[config.mk]
export PLATFORM = sky130hd
export DESIGN_NAME = ripple_fifo
export DESIGN_NICKNAME = d
export VERILOG_FILES = /design/src/rtl/ripple_fifo.sv
export SDC_FILE = /design/constraint.sdc
export NUM_CORES = 1
export LEC_CHECK = 0
export ABC_AREA = 1
export BUFFER_PORTS_ARGS = -buffer_cell sky130_fd_sc_hd__buf_2
export CAP_MARGIN = 20
export CORE_MARGIN = 2
export CORE_UTILIZATION = 40
export DETAILED_ROUTE_END_ITERATION = 7
export SETUP_SLACK_MARGIN = 0.3
export SYNTH_ARGS = -nofsm -noshare
export SYNTH_HDL_FRONTEND = slang
export SYNTH_SLANG_ARGS = --single-unit
[constraint.sdc]
create_clock -name clk -period 2.6 [get_ports clk]
set_clock_uncertainty 0.2 [all_clocks]
set_input_delay 0 -clock clk [delete_from_list [all_inputs] [get_ports clk]]
set_output_delay 0 -clock clk [all_outputs]
set_load 0.03 [all_outputs]
[src/rtl/ripple_fifo.sv]
module ripple_fifo #(
  parameter int STAGES = 4,
  parameter int WIDTH  = 4
) (
  input  logic             clk,
  input  logic             mclr,
  input  logic [WIDTH-1:0] din,
  input  logic             ins,
  output logic             in_rdy,
  input  logic             del,
  output logic [WIDTH-1:0] dout,
  output logic             out_rdy,
  output logic             err
);
  localparam int LAST = STAGES - 1;

  logic [STAGES-1:0]            full, full_nx;
  logic [STAGES-1:0][WIDTH-1:0] word;
  logic [STAGES-2:0]            adv;
  logic                         take, drop;

  assign in_rdy  = ~full[0];
  assign out_rdy = full[LAST];
  assign dout    = word[LAST];
  assign take    = ins & ~full[0];
  assign drop    = del & full[LAST];

  always_comb begin
    for (int i = 0; i < LAST - 1; i++)
      adv[i] = full[i] & ~full[i+1];
    adv[LAST-1] = full[LAST-1] & (~full[LAST] | del);
  end

  always_comb begin
    full_nx[0] = (full[0] & ~adv[0]) | take;
    for (int i = 1; i < LAST; i++)
      full_nx[i] = (full[i] & ~adv[i]) | adv[i-1];
    full_nx[LAST] = (full[LAST] & ~drop) | adv[LAST-1];
  end

  always_ff @(posedge clk) begin
    if (mclr) begin
      full <= '0;
      err  <= 1'b0;
    end else begin
      full <= full_nx;
      if ((ins & full[0]) | (del & ~full[LAST]))
        err <= 1'b1;
    end
  end

  always_ff @(posedge clk) begin
    if (take) word[0] <= din;
    for (int i = 1; i < STAGES; i++)
      if (adv[i-1]) word[i] <= word[i-1];
  end

  p_clear_r1: assert property (@(posedge clk)
    mclr |=> (in_rdy && !out_rdy && !err));

  p_take_r2: assert property (@(posedge clk) disable iff (mclr)
    (ins && in_rdy) |=> !in_rdy);

  p_ins_blocked_r5: assert property (@(posedge clk) disable iff (mclr)
    (ins && !in_rdy) |=> err);

  p_del_empty_r6: assert property (@(posedge clk) disable iff (mclr)
    (del && !out_rdy) |=> err);

  p_count_r8: assert property (@(posedge clk) disable iff (mclr)
    !$past(mclr) |-> (int'($countones(full)) ==
      int'($past($countones(full))) + int'($past(ins && in_rdy)) - int'($past(del && out_rdy))));

  p_hold_r9: assert property (@(posedge clk) disable iff (mclr)
    (out_rdy && !del) |=> (out_rdy && $stable(dout)));

  p_sticky_r10: assert property (@(posedge clk) disable iff (mclr)
    err |=> err);
endmodule

Word level (Yosys, flattened, before mapping)
Cells that the tools add are included.
Widths: inputs -> output; s select.
{ "totals": {"ff_bits": 21, "in_bits": 8} }
{ "op_classes": {"bitwise": 25} }
{ "ops": {"columns": ["op", "n"], "rows": [
  ["$and 1x1->1", 11],
  ["$not 1->1", 8],
  ["$or 1x1->1", 6]
]} }

Logic depth before layout (Yosys ltp)
{ "logic_depth": {"depth_word": 6, "depth_mapped": 5, "depth_no_buf": 5} }

Worst setup path after synthesis
OpenSTA, ideal clock, no wires.
{ "synth_timing": {"path_kind": "flip-flop to flip-flop", "startpoint": "register full[3]", "endpoint": "register word (netlist bit dout[0]) (enable)", "stages_incl_launch_ff": 2, "path_slack_ps": 1394, "arrival_ps": 683, "t_required_ps": 2077, "cell_sequence": "dfxtp_1 > a21oi_2"} }
{ "synth_via": {"elab_chain_cells": 3} }
{ "synth_rtl": {"columns": ["item", "line_no", "source"], "rows": [
  ["start: declaration", "17", "logic [STAGES-1:0] full, full_nx;"],
  ["start signal: assignment", "46", "full <= full_nx;"],
  ["$not 1->1", "31", "adv[LAST-1] = full[LAST-1] & (~full[LAST] | del);"],
  ["$or 1x1->1", "31", null],
  ["$and 1x1->1", "31", null],
  ["named net adv[2]", "19", "logic [STAGES-2:0] adv;"],
  ["end signal: indexed assignment", "55", "if (adv[i-1]) word[i] <= word[i-1];"],
  ["end: declaration", "18", "logic [STAGES-1:0][WIDTH-1:0] word;"]
]} }
The timed path passes the listed nets, and every way through them passes these cells.
A chain may end at the register's enable or synchronous reset.

Worst setup path in the final report
{ "layout_timing": {"startpoint": "input del", "endpoint": "register full[3]"} }
{ "layout_via": {"elab_chain_cells": 4, "elab_cells_between_ends": 6} }
{ "layout_rtl": {"columns": ["item", "line_no", "source"], "rows": [
  ["start: declaration", "10", "input logic del,"],
  ["$and 1x1->1", "26", "assign drop = del & full[LAST];"],
  ["$not 1->1", "38", "full_nx[LAST] = (full[LAST] & ~drop) | adv[LAST-1];"],
  ["$and 1x1->1", "38", null],
  ["$or 1x1->1 (*)", "38", null]
]} }
Every way passes the cells marked *; elsewhere a longest branch is shown, timed or not.

==> impl_metrics.toml <==
[run_status]
outcome = "finished clean"

[route]
wl_per_cell_microns = 8.000
vias = 384
dr.pass1.iters = 1
ant_nets = 0
wirelength_microns = 776
first_iter_violations = 0
drc = 0
vias_per_cell = 3.959

[yosys]
synth_top_family_by_area = "buffers and inverters"
yosys-top-cells-area = "edfxtp_1, dfxtp_1, buf_4"
syn_avg_cell_area_sq_um = 14.36
synthMuxAreaShare_pct = 0
yosys_warnings = 0
ys_ff_latch = 21
synthXorXnorAreaFrac_pct = 0
syn-cell-area_sq_um = 718.2
yosys.area_share.simple_pct = 6.272
ys_seq_area_share_pct = 80.84
syn_nets = 58
synth_cells = 50
synth-compound-area-share_pct = 4.007
synth_top_cell_by_area = "edfxtp_1"
synthAdderAreaFrac_pct = 0
synth_cell_types = 12
yosysTopAreaCellShare_pct = 66.90

[sta]
rsz0062_at_grt = "no"
slew_violations = 0
tightestPinTransition_ns = 0.3560
setup_slack_ns = 1.197
final.min_clock_period_ns = 1.403
tns_ns = 0
slew_headroom_pct = 76.18
setup_viol = 0
fmax_ghz = 0.7126
final_hold_viol_count = 0
min_period_over_period_pct = 53.97

[floorplan]
std_cell_rows = 15
fp.dieW_microns = 46.38
fp.dieArea_sq_um = 2151
die_y_microns = 46.38
core_area_sq_um = 1708
num_io_pins = 15
start_util_pct = 42.05

[power]
p_leak_nw = 0.3662
ir_worst_vdd_uv = 322.5
powerDensity_nw_per_um2 = 678.0

[clocking]
cts_resized = 0
cts_max_path_buffers = 2
insertion_delay_ns = 0.30
cts_tree = "yes"
path_clk_slew_ns = 0.11
htree_levels = 1
cts_buffers = 3
clock_sinks = 21
cts_setup_buffers = 0
clock-root-buffer = "clkbuf_4"

[worst_setup_path]
critPathMaxFanout = 2
cp_cell_sequence = "dlygate4sd3_1, buf_2, inv_1, nand2_1, a21oi_1, dlygate4sd3_1"
crit_start = "del"
crit_type = "input pin to register"
crit_arrival_ns = 1.45
critPathMaxStageDelay_ns = 0.56
startpoint_type = "input pin"
crit_path_end_kind = "register"
r2r_start = "full[2]"
cp.required_ns = 2.65
critPathMostFrequentCell = "dlygate4sd3_1"
cp_num_buf_inv = 4
crit_path_top_delay_cell = "dlygate4sd3_1"
crit_family = "buffers and inverters"

[finish]
fill_cells = 142
area_growth_pct = 24.91
n_antenna_cell = 0
num-nets-final = 81
drive_gt1_share_pct = 29.17
fin_cells = 97

[global_route]
gr-total-overflow = 0
antenna_found_initial = 0
globalRouteTotalUtil_pct = 10.46
grt_pass1_wl_microns = 1428
grt_pass1_vias = 354
grt_start_max_net_pins = 13

[placement]
gp_congestion = 0.6569
post-place-ws_ns = 1.346
io_buffers = 14
dp_cells = 85

[flow_run]
cap_violations = 0

[worst_hold_path]
min_path_type = "input pin to register"
worstHoldStart = "din[0]"
-- cells in the mapped netlist (all sizes together) --
master	number
a21oi	2
buf	4
dfxtp	5
edfxtp	16
inv	9
nand2	4
nand3	1
nor2	6
o21ai	3
-- area by class of cell --
type / instances / area [sq um] / share of cell area, %
Clock buffer: 3 / 22.52 / 2.510
Multi-Input combinational cell: 16 / 73.82 / 8.229
Tap cell: 25 / 31.28 / 3.487
Sequential cell: 21 / 580.6 / 64.71
Clock inverter: 1 / 5.005 / 0.5579
Timing Repair Buffer: 22 / 150.1 / 16.74
Inverter: 9 / 33.78 / 3.766
-- where the power goes --
| part | switching [W] | total [W] | internal (W) |
|---|---|---|---|
| Combinational | 0.0000377 | 0.0000614 | 0.0000237 |
| Sequential | 0.00000901 | 0.000397 | 0.000388 |
| Clock | 0.0000923 | 0.000150 | 0.0000574 |
| Total | 0.000139 | 0.000608 | 0.000469 |
-- layer usage --
metal	routed length [microns]	track usage (%)
met4	23	10.29
met1	318	10.28
met5	0	0
met3	44	3.529
met2	389	16.67
-- cells in the final DEF (no fill, tap or decap) --
cell type | Yosys | layout
nor2_2 | 1 | 1
dlygate4sd3_1 | 0 | 8
buf_2 | 0 | 14
a21oi_1 | 1 | 1
clkinv_2 | 0 | 1
inv_1 | 8 | 8
nand3_1 | 1 | 1
clkbuf_4 | 0 | 3
a21oi_2 | 1 | 1
o21ai_0 | 3 | 3
edfxtp_1 | 16 | 16
inv_2 | 1 | 1
dfxtp_1 | 5 | 5
nand2_1 | 4 | 4
nor2_1 | 5 | 5
-- kinds of logic (layout without fill, tap and decap cells) --
| logic type | Yosys count | in the layout |
|---|---|---|
| AOI/OAI and AO/OA | 5 | 5 |
| buffers and inverters | 13 | 35 |
| DFF | 21 | 21 |
| and+or+nand+nor | 11 | 11 |
-- state kept, by name (all words and copies together), names as in the netlist --
register / cells
dout: 4
err: 1
full: 4
word: 12
-- what timing repair did --
item | CTS | global route
endpoints found under the hold margin | 17 | 0
hold buffers | 8 | 0
endpoints found under the setup margin | 0 | 0
-- path summary, 6_finish.rpt --
path | end | slack (ns) | cells after the start
setup reg to reg | full[3] | 1.21 | 3
hold reg to reg | word[7] | 0.23 | 0
hold / removal | word[0] | 0.20 | 2
setup / recovery | full[3] | 1.20 | 6
-- stage by stage --
| stage | util (%) | hold slack [ns] | total power [W] | cell area, sq um |
|---|---|---|---|---|
| floorplan | - | -0.1309 | 0.0004443 | 718.2 |
| global route | 52.53 | 0.1830 | 0.0006441 | 897.1 |
| CTS | 52.53 | 0.1813 | 0.0006200 | 897.1 |
| detailed placement | 46.23 | -0.02251 | 0.0004573 | 789.5 |
| finish | 52.53 | 0.1984 | 0.0006082 | 897.1 |
| global placement | 46.23 | -0.02976 | 0.0004561 | 789.5 |
Power figures use the tool's default switching activity.
